**config.mk**
```make
export PLATFORM = sky130hd
export DESIGN_NAME = fc_pause_unit
export DESIGN_NICKNAME = d
export VERILOG_FILES = /design/src/rtl/fc_pause_pkg.sv /design/src/rtl/fc_pause_timer.sv /design/src/rtl/fc_pause_rx.sv /design/src/rtl/fc_pause_tx.sv /design/src/rtl/fc_pause_unit.sv
export SDC_FILE = /design/constraint.sdc
export NUM_CORES = 1
export LEC_CHECK = 0
export CORE_AREA = 3 3 156 82
export CTS_CLUSTER_DIAMETER = 50
export DETAILED_ROUTE_END_ITERATION = 16
export DIE_AREA = 0 0 159 85
export GPL_ROUTABILITY_DRIVEN = 0
export HOLD_SLACK_MARGIN = 0.15
export PLACE_DENSITY = 0.8
export SYNTH_ARGS = -nofsm -noshare
export SYNTH_HDL_FRONTEND = slang
export SYNTH_SLANG_ARGS = --single-unit
```
**constraint.sdc**
```tcl
create_clock -name clk -period 3 [get_ports clk]
set_input_delay 0.6 -clock clk [delete_from_list [all_inputs] [get_ports clk]]
set_output_delay 0.6 -clock clk [all_outputs]
set_load 0.02 [all_outputs]
```
**src/rtl/fc_pause_pkg.sv**
```systemverilog
package fc_pause_pkg;
  localparam int VAL_W = 16;
  localparam logic [47:0] CTRL_MCAST = 48'h01_00_00_C2_80_01;
  localparam logic [15:0] MAC_CTRL_TYPE = 16'h8808;
  localparam logic [15:0] PAUSE_OPCODE = 16'h0001;
  localparam int HDR_BYTES = 18;

  typedef enum logic {TX_IDLE, TX_SEND} tx_state_e;

  // Byte at wire position idx of a pause frame header; zero past the header.
  function automatic logic [7:0] hdr_byte(input logic [5:0] idx, input logic [47:0] da,
                                          input logic [47:0] sa, input logic [VAL_W-1:0] val);
    logic [8*HDR_BYTES-1:0] h;
    logic [7:0] b;
    h = {val[7:0], val[15:8], PAUSE_OPCODE[7:0], PAUSE_OPCODE[15:8],
         MAC_CTRL_TYPE[7:0], MAC_CTRL_TYPE[15:8], sa, da};
    b = 8'h00;
    if (int'(idx) < HDR_BYTES) b = h[8*int'(idx) +: 8];
    return b;
  endfunction
endpackage

```
**src/rtl/fc_pause_timer.sv**
```systemverilog
module fc_pause_timer
  import fc_pause_pkg::*;
#(
  parameter int QUANTUM_CYC = 64
) (
  input  logic             clk,
  input  logic             rst_n,
  input  logic             load,
  input  logic [VAL_W-1:0] load_val,
  output logic             inhibit
);
  localparam int SUB_W = (QUANTUM_CYC > 1) ? $clog2(QUANTUM_CYC) : 1;
  localparam logic [SUB_W-1:0] SUB_LAST = SUB_W'(QUANTUM_CYC - 1);

  logic [VAL_W-1:0] quanta;
  logic [SUB_W-1:0] sub;

  always_ff @(posedge clk) begin
    if (!rst_n) begin
      quanta <= '0;
      sub    <= '0;
    end else if (load) begin
      quanta <= load_val;
      sub    <= '0;
    end else if (quanta != '0) begin
      if (sub == SUB_LAST) begin
        sub    <= '0;
        quanta <= quanta - 1'b1;
      end else begin
        sub <= sub + 1'b1;
      end
    end
  end

  assign inhibit = (quanta != '0);

  // without a load the remaining time never grows
  p_count_down_r6: assert property (@(posedge clk) disable iff (!rst_n)
    !load |=> quanta <= $past(quanta));
  // a zero load ends the pause on the next cycle
  p_zero_clears_r8: assert property (@(posedge clk) disable iff (!rst_n)
    (load && load_val == '0) |=> !inhibit);
endmodule

```
**src/rtl/fc_pause_rx.sv**
```systemverilog
module fc_pause_rx
  import fc_pause_pkg::*;
(
  input  logic             clk,
  input  logic             rst_n,
  input  logic             rx_en,
  input  logic [47:0]      station_addr,
  input  logic             rx_valid,
  input  logic [7:0]       rx_data,
  input  logic             rx_last,
  input  logic             rx_fcs_ok,
  output logic             accept,
  output logic [VAL_W-1:0] accept_val,
  output logic             pause_bad
);
  localparam logic [4:0] IDX_SAT = 5'(HDR_BYTES);

  logic [4:0] idx;
  logic       mc_ok, st_ok, ctl_ok;
  logic [7:0] val_hi, val_lo;
  logic       first, mc_c, st_c, ctl_c, in_da, in_ctl;
  logic [7:0] mc_b, st_b, vh_c, vl_c;

  always_comb begin
    first  = (idx == '0);
    in_da  = (idx < 5'd6);
    in_ctl = (idx >= 5'd12) && (idx <= 5'd15);
    mc_b   = hdr_byte({1'b0, idx}, CTRL_MCAST, 48'h0, '0);
    st_b   = hdr_byte({1'b0, idx}, station_addr, 48'h0, '0);
    mc_c   = (first | mc_ok) & (!in_da | (rx_data == mc_b));
    st_c   = (first | st_ok) & (!in_da | (rx_data == st_b));
    ctl_c  = (first | ctl_ok) & (!in_ctl | (rx_data == mc_b));
    vh_c   = (idx == 5'd16) ? rx_data : val_hi;
    vl_c   = (idx == 5'd17) ? rx_data : val_lo;
    accept = rx_en & rx_valid & rx_last & rx_fcs_ok & (mc_c | st_c) & ctl_c &
             (idx >= 5'd17);
    accept_val = {vh_c, vl_c};
  end

  always_ff @(posedge clk) begin
    if (!rst_n) begin
      idx       <= '0;
      mc_ok     <= 1'b0;
      st_ok     <= 1'b0;
      ctl_ok    <= 1'b0;
      val_hi    <= '0;
      val_lo    <= '0;
      pause_bad <= 1'b0;
    end else begin
      pause_bad <= accept;
      if (rx_valid) begin
        mc_ok  <= mc_c;
        st_ok  <= st_c;
        ctl_ok <= ctl_c;
        val_hi <= vh_c;
        val_lo <= vl_c;
        if (rx_last)             idx <= '0;
        else if (idx != IDX_SAT) idx <= idx + 1'b1;
      end
    end
  end

  // the bad flag is a single-cycle pulse
  p_flag_single_r5: assert property (@(posedge clk) disable iff (!rst_n)
    pause_bad |=> !pause_bad);
  // a flag always follows the last byte of a frame
  p_flag_after_last_r5: assert property (@(posedge clk) disable iff (!rst_n)
    pause_bad |-> $past(rx_valid && rx_last));
endmodule

```
**src/rtl/fc_pause_tx.sv**
```systemverilog
module fc_pause_tx
  import fc_pause_pkg::*;
#(
  parameter int FRAME_BYTES = 60
) (
  input  logic             clk,
  input  logic             rst_n,
  input  logic             tx_en,
  input  logic             req,
  input  logic [VAL_W-1:0] req_val,
  input  logic             tx_busy,
  input  logic [47:0]      sa,
  input  logic             pf_ready,
  output logic             pf_valid,
  output logic [7:0]       pf_data,
  output logic             pf_last
);
  localparam int IDX_W = $clog2(FRAME_BYTES);
  localparam logic [IDX_W-1:0] IDX_LAST = IDX_W'(FRAME_BYTES - 1);

  tx_state_e        state;
  logic             pend;
  logic [VAL_W-1:0] pend_val, send_val;
  logic [IDX_W-1:0] idx;
  logic             take, start;

  assign take  = req & tx_en;
  assign start = (state == TX_IDLE) & pend & ~tx_busy;

  always_ff @(posedge clk) begin
    if (!rst_n) begin
      state    <= TX_IDLE;
      pend     <= 1'b0;
      pend_val <= '0;
      send_val <= '0;
      idx      <= '0;
    end else begin
      if (take)       pend <= 1'b1;
      else if (start) pend <= 1'b0;
      if (take)  pend_val <= req_val;
      if (start) begin
        send_val <= pend_val;
        idx      <= '0;
        state    <= TX_SEND;
      end else if (state == TX_SEND && pf_ready) begin
        if (idx == IDX_LAST) state <= TX_IDLE;
        else                 idx   <= idx + 1'b1;
      end
    end
  end

  always_comb begin
    pf_valid = (state == TX_SEND);
    pf_data  = hdr_byte(6'(idx), CTRL_MCAST, sa, send_val);
    pf_last  = pf_valid && (idx == IDX_LAST);
  end

  // stalled output holds
  p_hold_stall_r4: assert property (@(posedge clk) disable iff (!rst_n)
    (pf_valid && !pf_ready) |=> (pf_valid && $stable(pf_data) && $stable(pf_last)));
  // no frame starts while the MAC is busy
  p_wait_busy_r3: assert property (@(posedge clk) disable iff (!rst_n)
    (!pf_valid && tx_busy) |=> !pf_valid);
  // the frame ends after its last byte is taken
  p_end_after_last_r2: assert property (@(posedge clk) disable iff (!rst_n)
    (pf_valid && pf_ready && pf_last) |=> !pf_valid);
endmodule

```
**src/rtl/fc_pause_unit.sv**
```systemverilog
module fc_pause_unit
  import fc_pause_pkg::*;
#(
  parameter int QUANTUM_CYC = 64,
  parameter int FRAME_BYTES = 60
) (
  input  logic        clk,
  input  logic        rst_n,
  input  logic        cfg_we,
  input  logic        cfg_tx_fc_en,
  input  logic        cfg_rx_fc_en,
  input  logic [47:0] station_addr,
  input  logic        pause_req,
  input  logic [15:0] pause_val,
  input  logic        tx_busy,
  output logic        pf_valid,
  input  logic        pf_ready,
  output logic [7:0]  pf_data,
  output logic        pf_last,
  input  logic        rx_valid,
  input  logic [7:0]  rx_data,
  input  logic        rx_last,
  input  logic        rx_fcs_ok,
  output logic        rx_pause_bad,
  output logic        tx_inhibit
);
  logic             tx_en_q, rx_en_q;
  logic             accept;
  logic [VAL_W-1:0] accept_val;

  always_ff @(posedge clk) begin
    if (!rst_n) begin
      tx_en_q <= 1'b1;
      rx_en_q <= 1'b1;
    end else if (cfg_we) begin
      tx_en_q <= cfg_tx_fc_en;
      rx_en_q <= cfg_rx_fc_en;
    end
  end

  fc_pause_tx #(.FRAME_BYTES(FRAME_BYTES)) u_tx (
    .clk(clk), .rst_n(rst_n), .tx_en(tx_en_q), .req(pause_req), .req_val(pause_val),
    .tx_busy(tx_busy), .sa(station_addr), .pf_ready(pf_ready), .pf_valid(pf_valid),
    .pf_data(pf_data), .pf_last(pf_last));

  fc_pause_rx u_rx (
    .clk(clk), .rst_n(rst_n), .rx_en(rx_en_q), .station_addr(station_addr),
    .rx_valid(rx_valid), .rx_data(rx_data), .rx_last(rx_last), .rx_fcs_ok(rx_fcs_ok),
    .accept(accept), .accept_val(accept_val), .pause_bad(rx_pause_bad));

  fc_pause_timer #(.QUANTUM_CYC(QUANTUM_CYC)) u_timer (
    .clk(clk), .rst_n(rst_n), .load(accept), .load_val(accept_val), .inhibit(tx_inhibit));

  // receive side disabled means no flag
  p_no_flag_disabled_r9: assert property (@(posedge clk) disable iff (!rst_n)
    !rx_en_q |=> !rx_pause_bad);
  // inhibit cannot rise without a flagged frame
  p_inhibit_needs_flag_r9: assert property (@(posedge clk) disable iff (!rst_n)
    $rose(tx_inhibit) |-> rx_pause_bad);
endmodule

```
# Word level (Yosys, flattened, before mapping)
# Cells that the tools add are included.
op_classes:
  eq_ne: 7
  bitwise_logic: 23
  n_shift: 3
  mux: 16
  n_reduce_logical: 19
  n_addsub: 4
  order_cmp: 6
op_table:
  columns: ["op", "n"]
  rows:
  - ["$shiftx 144x10->8", 1]
  - ["$shiftx 144x9->8", 1]
  - ["$shiftx 144x9->8 const A", 1]
  - ["$mux 16", 3]
  - ["$mux 8", 5]
  - ["$eq 8x8->1", 2]
  - ["$reduce_bool 16->1", 1]
  - ["$sub 16x1->16 const B", 1]
  - ["$add 6x1->6 const B", 2]
  - ["$and 1x1->1", 12]
  - ["$eq 6x6->1 const B", 2]
  - ["$reduce_bool 2->1", 6]
  - ["$eq 5x5->1 const B", 2]
  - ["$mux 5", 2]
  - ["$reduce_and 2->1", 4]
  - ["$or 1x1->1", 7]
  - ["$lt 6x5->1 const B", 1]
  - ["$mux 6", 1]
  - ["$add 5x1->5 const B", 1]
  - ["$ge 5x4->1 const B", 1]
  - ["$ge 5x5->1 const B", 1]
  - ["$le 5x4->1 const B", 1]
  - ["$logic_not 5->1", 1]
  - ["$lt 5x3->1 const B", 1]
  - ["7 further kinds", 18]
word_totals:
  in_bits: 83
  out_inout_bits: 12
  word_cells: 94
  reg_bits: 89

# Longest topological paths before layout
# Gate-level depths: netlist (run 1).
logic_depth:
  word_depth: 11
  mapped_depth: 11
  ltp_nobuf: 8

# Modules after synthesis
# Synthesis (run 1) repeated with hierarchy kept, for this count alone.
unflattened:
  cells_unflattened: 680
  hier_area_um2: 5836.8
modules_own_cells:
  columns: ["module", "cells_per_inst", "instances", "area_per_inst_um2", "seq_area_each_um2"]
  rows:
  - ["fc_pause_tx", 262, 1, 2250.9, 800.8]
  - ["fc_pause_rx", 236, 1, 2147.1, 500.5]
  - ["fc_pause_timer", 176, 1, 1371.3, 440.4]
  - ["fc_pause_unit", 6, 1, 67.6, 40.0]

# Least setup slack after synthesis (run 1)
# No wires, ideal clock.
synth_timing:
  path_type: "reg-to-reg"
  from: "register u_rx.idx[0]"
  to: "register u_timer.quanta[0]"
  required_ns: 2.861
  path_buffers: 3
  synth_period_minus_slack_ns: 3.141
  arrival_time_ns: 3.002
  path_stages_with_launch: 12
  setup_time_ns: 0.139
  setup_slack_ns: -0.141
  cell_sequence: "dfxtp_1 > buf_1 > clkbuf_1 > inv_1 > ha_1 > nor4b_1 > or3_1 > a211oi_1 > a21boi_1 > nor2_1 > clkbuf_1 > a211oi_1"
synth_between:
  elab_chain_len: 11
  elab_cells_between_ends: 34
  cone_classes: "order compare (5); eq/ne (3); shift (2); mux (4); bitwise (13); reduce/logical (7)"
synth_lines:
  columns: ["item", "line", "text"]
  rows:
  - ["from (decl)", "fc_pause_rx.sv:18", "logic [4:0] idx;"]
  - ["from (signal assigned)", "fc_pause_rx.sv:58", "else if (idx != IDX_SAT) idx <= idx + 1'b1;"]
  - ["$shiftx 144x9->8 or $lt 5x5->1 (tied branches)", "fc_pause_pkg.sv:18", "if (int'(idx) < HDR_BYTES) b = h[8*int'(idx) +: 8];"]
  - ["$mux 8", "fc_pause_pkg.sv:18", null]
  - ["$eq 8x8->1, on equally long branches", "fc_pause_rx.sv:30, fc_pause_rx.sv:32, fc_pause_rx.sv:31", null]
  - ["$or 1x1->1, on equally long branches", "fc_pause_rx.sv:30, fc_pause_rx.sv:31", null]
  - ["$and 1x1->1, on equally long branches", "fc_pause_rx.sv:30, fc_pause_rx.sv:31", null]
  - ["$or 1x1->1", "fc_pause_rx.sv:35", "accept = rx_en & rx_valid & rx_last & rx_fcs_ok & (mc_c | st_c) & ctl_c &"]
  - ["$and 1x1->1 (3 in a row)", "fc_pause_rx.sv:35", null]
  - ["$reduce_bool 2->1 (no line)", null, null]
  - ["$reduce_and 2->1 (no line)", null, null]
  - ["to (signal assigned)", "fc_pause_timer.sv:23", "quanta <= load_val;"]
  - ["to (signal assigned)", "fc_pause_timer.sv:28", "quanta <= quanta - 1'b1;"]
  - ["to (decl)", "fc_pause_timer.sv:15", "logic [VAL_W-1:0] quanta;"]
# Parallel ways exist; a longest one is shown, timed or not.
# A chain may end at the register's enable or synchronous reset.

# Worst setup path in the final report (run 1)
layout_timing:
  from: "input port station_addr[46]"
  to: "output port pf_data[6]"
layout_between:
  elab_chain_len: 2
layout_lines:
  columns: ["item", "line", "text"]
  rows:
  - ["from (decl)", "fc_pause_unit.sv:12", "input logic [47:0] station_addr,"]
  - ["$shiftx 144x10->8", "fc_pause_pkg.sv:18", null]
  - ["$mux 8", "fc_pause_pkg.sv:18", null]
  - ["to (decl)", "fc_pause_unit.sv:18", "output logic [7:0] pf_data,"]
# No other way between the ends.

==> flow_summary.yaml, run 1 <==
critical_path:
  worstPathRequired_ns: 2.40
  cp-start-kind: "input pin"
  end_kind: "primary output"
  startpoint: "station_addr[46]"
  r2r_end: "u_timer.quanta[3]$_SDFFE_PN0P_"
  regToRegStartpoint: "u_rx.idx[0]$_SDFFE_PN0P_"
  ff2ff_path_depth: 9
  critPathKind: "input pin to primary output"
  crit_arrival_ns: 2.36
  cp_max_fo: 2
  r2r_slack_ns: 0.34
global_route:
  grt_max_degree: 39
  overflow: 0
  grt_usage_pct: 22.26
  grt_pass1_wl_um: 25090
  antenna_found_initial: 0
  grt_pass1_vias: 5206
floorplanning:
  ioPinCount: 95
  die_x_um: 159
  die_y_um: 85
  design.core.area_um2: 11630
  rows: 28
  fp.dieArea_um2: 13520
  initial_core_util_pct: 47.47
timing:
  maxSlewViolCount: 0
  slew_headroom_pct: 46.45
  finalHoldViolCount: 0
  fin_crit_sh_pct: 98.59
  skew_ns: 0.007202
  fmax_ghz: 0.3381
  rsz0062_at_grt: "no"
  setup_violations: 0
  tns_ns: 0
  worstMarginPinSlew_ns: 0.7959
  fin_crit_ns: 2.958
drt:
  vias: 5430
  first_pass_iters: 5
  drt_iter0_markers: 397
  final_antenna_net_count: 0
  drt-vias-per-instance: 5.698
  wl_per_cell_um: 16.19
  wl_um: 15430
  drc_errors: 0
clock_tree:
  htree_levels: 3
  clk_latency_ns: 0.34
  clock_path_buffers: 2
  path_clk_slew_ns: 0.06
  cts_tree: "yes"
  clkSinkCount: 89
  cts_made_buffers: 9
  cts_root_buf: "clkbuf_16"
finish:
  final_nets: 878
  n_antenna_cell: 0
  final_cell_mix: "116 x nand2_1, 88 x dfxtp_1, 83 x a21oi_1, 80 x clkdlybuf4s50_1, 52 x mux2i_1"
  fin_area_um2: 7147
  drive_above_1_share_pct: 12.44
  layout_commonest_cell: "nand2_1"
  area_growth_syn_to_layout_pct: 29.44
  final_cells: 953
yosys:
  synth.distinct_cells: 60
  syn_nets: 778
  syn-instance-count: 683
  synth.ff_latch_count: 89
  yosysWarnings: 0
  syn_avg_cell_area_um2: 8.084
  ys_seq_area_share_pct: 32.27
  async_flop_share_pct: 0
  synthFlopType: "dfxtp_1"
  syn_area_um2: 5522
  synth_edf_count: 0
pwr:
  powerDensity_nw_per_um2: 401.1
  leakage_nw: 2.629
  ir_drop_mv: 0.3543
placement:
  portBuffers: 94
  place_area_um2: 6809
  dp_hpwl_um: 11540
  dp_cells: 937
min_path:
  hold_depth: 2
  hold_path.class: "flop to flop"
  hold_end: "u_tx.send_val[7]$_SDFFE_PN0P_"
  hp-start: "u_tx.send_val[7]$_SDFFE_PN0P_"
status:
  status: "completed"
flow_run:
  drv_cap: 0
## routing by layer
| layer | track usage (%) | routed length, µm | vias up |
|---|---|---|---|
| met1 | 28.15 | 6658 | 2575 |
| li1 | - | - | 2663 |
| met5 | 0 | 0 | - |
| met2 | 39.50 | 7811 | 172 |
| met4 | 5.957 | 207 | 0 |
| met3 | 4.193 | 750 | 20 |
## worst max path at each step
stage	cells after the start	slack (ns)	end
CTS	7	-0.08	pf_data[0]
global placement	7	-0.45	pf_data[0]
detailed placement	7	-0.44	pf_data[0]
floorplan	11	0.13	u_timer.quanta[0]$_SDFFE_PN0P_
global route	6	0.02	pf_data[6]
finish	6	0.04	pf_data[6]
## critical path, stage by stage
cell and delay (ns):
clkdlybuf4s50_1 0.41, mux4_2 0.51, nand2_1 0.09, a21oi_1 0.07, o311a_1 0.33, dlygate4sd2_1 0.34
## cell type report
type,count,area [µm²]
Fill cell,1014,4484
Multi-Input combinational cell,527,3492
Sequential cell,89,1783
Timing Repair Buffer,138,1279
Clock buffer,10,229.0
Tap cell,165,206.4
Clock inverter,6,90.09
Inverter,18,67.56
## stage by stage
step	util, %	hold slack [ns]	total power [mW]	setup WS (ns)
final	61.45	0.4552	2.867	0.04229
after global routing	61.45	0.4629	2.967	0.02193
after CTS	61.25	0.4549	2.881	-0.07923
after detailed placement	58.54	0.4456	1.677	-0.4359
after global placement	58.54	0.4378	1.668	-0.4479
after floorplan	-	0.4318	1.473	0.1315
## state kept, by name, summed over array words and instances, names as in the netlist, 5 cells and up
signal,flops
u_tx.idx,6
u_rx.val_hi,8
u_tx.send_val,16
u_rx.val_lo,8
u_timer.sub,6
u_tx.pend_val,16
u_rx.idx,5
u_timer.quanta,16
## cells in the mapped netlist, drive strengths merged (14+ instances only)
cell,n,share of area [%]
clkbuf,40,2.7
a21oi,83,7.5
nor2,31,2.1
nand3,27,2.4
a211oi,19,2.7
xnor2,17,2.7
xor2,14,2.2
dfxtp,89,32
inv,18,1.2
mux2i,52,9.4
nand2,116,7.9
o22ai,15,1.7
## kinds of logic after synthesis
logic type                 Yosys count  share of synthesized area [%]
xor gates and xnor gates            31                          4.917
adders and majority gates           12                          2.719
DFF                                 89                          32.27
muxes                               68                          14.73
and+or+nand+nor                    253                          22.23
buffers and inverters               67                          4.668
AOI/OAI and AO/OA                  163                          18.47
## report_power, final
part / total [mW] / internal, mW / switching (mW) / leakage (nW)
Combinational: 0.426 / 0.222 / 0.204 / 1.75
Sequential: 1.23 / 1.21 / 0.0215 / 0.722
Clock: 1.21 / 0.735 / 0.475 / 0.153
## timing repair
item | CTS | global route
resized for setup | 17 | 16
endpoints found under the setup margin | 9 | 4
hold buffers | 0 | 0
buffers inserted | 0 | 0
pin swaps | 0 | 1
Note: power is estimated with default switching activity, not from simulation.
==> run 2, diff against run 1 <==
--- a/config.mk
+++ b/config.mk
@@ -5,10 +5,10 @@
 export SDC_FILE = /design/constraint.sdc
 export NUM_CORES = 1
 export LEC_CHECK = 0
-export CORE_AREA = 3 3 156 82
+export CORE_AREA = 2 2 155 81
 export CTS_CLUSTER_DIAMETER = 50
 export DETAILED_ROUTE_END_ITERATION = 16
-export DIE_AREA = 0 0 159 85
+export DIE_AREA = 0 0 157 83
 export GPL_ROUTABILITY_DRIVEN = 0
 export HOLD_SLACK_MARGIN = 0.15
 export PLACE_DENSITY = 0.8
==> run 2 against run 1 <==
Effect of this change:
- hold slack got worse by 0.00096 ns
- register-to-register slack got worse by 0.14 ns
- largest power group unchanged
- fmax fell by 0.20%
- critical path depth did not move
- design area fell by 0.23%
- utilization barely moved
- sequential share of layout area rose by 0.092 points
- sequential cell count did not move
- global-route usage rose by 4.4 points
==> flow_summary.yaml, run 2 (synthesized netlist as in run 1, its figures left out) <==
status:
  status: "completed"
finish:
  layout_commonest_cell: "nand2_1"
  drive_above_1_share_pct: 12.34
  n_antenna_cell: 0
  reg_top3: "u_timer.quanta x16, u_tx.pend_val x16, u_tx.send_val x16"
  area_growth_syn_to_layout_pct: 29.14
  final_nets: 876
  final_cell_mix: "116 x nand2_1, 86 x dfxtp_1, 83 x a21oi_1, 82 x clkdlybuf4s50_1, 52 x mux2i_1"
global_route:
  antenna_found_initial: 0
  grt_max_degree: 35
  overflow: 0
  grt_usage_pct: 26.69
  grt_pass1_vias: 5474
  grt_pass1_wl_um: 27610
timing:
  worstMarginPinSlew_ns: 0.6179
  fin_crit_ns: 2.964
  skew_ns: 0.007970
  fin_crit_sh_pct: 98.79
  fmax_ghz: 0.3374
  setup_violations: 0
  slew_headroom_pct: 58.81
  rsz0062_at_grt: "no"
  finalHoldViolCount: 0
  maxSlewViolCount: 0
  tns_ns: 0
clock_tree:
  cts_root_buf: "clkbuf_16"
  clkSinkCount: 89
  clock_path_buffers: 2
  cts_tree: "yes"
  holdBufCountCts: 0
  cts_setup_buffers: 0
  path_clk_slew_ns: 0.06
  htree_levels: 3
  clk_latency_ns: 0.34
  cts_made_buffers: 9
flow_run:
  drv_cap: 0
floorplanning:
  die_x_um: 157
  fp.dieArea_um2: 13030
  ioPinCount: 95
  die_y_um: 83
  design.core.area_um2: 11600
  initial_core_util_pct: 47.62
  rows: 28
critical_path:
  cp-start-kind: "input pin"
  crit_end: "pf_data[4]"
  critical_path_depth: 6
  end_kind: "primary output"
  r2r_slack_ns: 0.20
  worstPathCellList: "clkdlybuf4s50_1 -> mux4_2 -> inv_1 -> o22ai_1 -> o211a_1 -> clkdlybuf4s50_1"
  crit_arrival_ns: 2.36
  worstPathRequired_ns: 2.40
  slowest_stage: "clkdlybuf4s50_1"
  regToRegStartpoint: "u_rx.idx[0]$_SDFFE_PN0P_"
  cp_max_fo: 2
  ff2ff_path_depth: 10
  cp_top_family: "buffers and inverters"
  critPathKind: "input pin to primary output"
  startpoint: "station_addr[44]"
  slowest_delay_ns: 0.53
  crit_top_cell: "clkdlybuf4s50_1"
  path_buf_inv: 3
  r2r_end: "u_timer.quanta[6]$_SDFFE_PN0P_"
drt:
  wl_per_cell_um: 18.30
  drt-vias-per-instance: 5.978
  drt-met1-wl_um: 7748
  drc_errors: 0
  first_pass_iters: 5
  vias: 5685
  wl_um: 17400
  final_antenna_net_count: 0
  drt_iter0_markers: 551
  wl_met3_um: 2262
  wl_met2_um: 7179
  highest_layer: "met4"
min_path:
  hold_path.class: "flop to flop"
pwr:
  leakage_nw: 2.608
  powerDensity_nw_per_um2: 400.5
  total_power_mw: 2.856
  ir_drop_mv: 0.3764
placement:
  dp_hpwl_um: 13100
  portBuffers: 94
==> run 2: cell types whose count changed in the layout (fill, tap and decap cells not counted), sizes merged <==
| cell | delta |
|---|---|
| clkdlybuf4s50 | +2 |
| dlygate4sd2 | -2 |
| clkinv | +2 |
| clkinvlp | -1 |
| inv | +1 |
| buf | -3 |
| bufinv | -1 |
==> run 2: layout make-up <==
cell class | count | area (µm²)
timing repair buffer | 136 | 1271
tap | 165 | 206.4
multi-input combinational | 527 | 3486
inverter | 18 | 67.56
clock buffer | 9 | 225.2
sequential | 89 | 1785
fill | 980 | 4466
clock inverter | 7 | 88.84
==> run 2: worst min path at each step <==
stage	startpoint	to	slack (ns)	cells after the start
finish	u_rx.val_lo[3]$_SDFFE_PN0P_	u_rx.val_lo[3]$_SDFFE_PN0P_	0.45	2
global route	u_tx.pend_val[2]$_SDFFE_PN0P_	u_tx.pend_val[2]$_SDFFE_PN0P_	0.47	2
floorplan	u_rx.val_lo[3]$_SDFFE_PN0P_	u_rx.val_lo[3]$_SDFFE_PN0P_	0.43	2
CTS	u_rx.val_lo[3]$_SDFFE_PN0P_	u_rx.val_lo[3]$_SDFFE_PN0P_	0.45	2
global placement	u_rx.val_lo[3]$_SDFFE_PN0P_	u_rx.val_lo[3]$_SDFFE_PN0P_	0.44	2
detailed placement	u_rx.val_lo[3]$_SDFFE_PN0P_	u_rx.val_lo[3]$_SDFFE_PN0P_	0.45	2
==> run 2: stage by stage <==
step	setup WS, ns	hold WS (ns)	cell area [µm²]	instances	utilization (%)
after floorplan	0.1315	0.4318	5525	683	-
final	0.03624	0.4542	7131	951	61.49
after CTS	-0.07953	0.4546	7112	951	61.33
after global routing	0.003682	0.4740	7131	951	61.49
after detailed placement	-0.4307	0.4458	6794	935	58.59
after global placement	-0.4491	0.4381	6794	935	58.59
==> run 2: power by group <==
part | internal [mW] | leakage (nW) | switching, mW
Clock | 0.665 | 0.155 | 0.517
Sequential | 1.21 | 0.723 | 0.0243
Combinational | 0.221 | 1.73 | 0.219
==> run 2: what timing repair did <==
item | 4_1_cts | 5_1_grt
endpoints found under the hold margin | 0 | 0
pin swaps | 0 | 1
resized for setup | 17 | 13
endpoints found under the setup margin | 9 | 7
==> run 2: metal layers <==
layer	vias up	global-route usage [%]
li1	2661	-
met1	2654	38.52
met2	350	37.84
met3	20	8.768
met4	0	7.006
met5	-	0
==> run 2: worst reg2reg max path, delay by kind of cell (launching register included) <==
| family | cells | cell delay (ns) |
|---|---|---|
| AO/OA/AOI/OAI | 3 | 0.65 |
| flip-flops | 1 | 0.61 |
| buffers and inverters | 3 | 0.56 |
| adder cells (fa/ha/maj) | 1 | 0.25 |
| AND/OR/NAND/NOR | 3 | 0.64 |
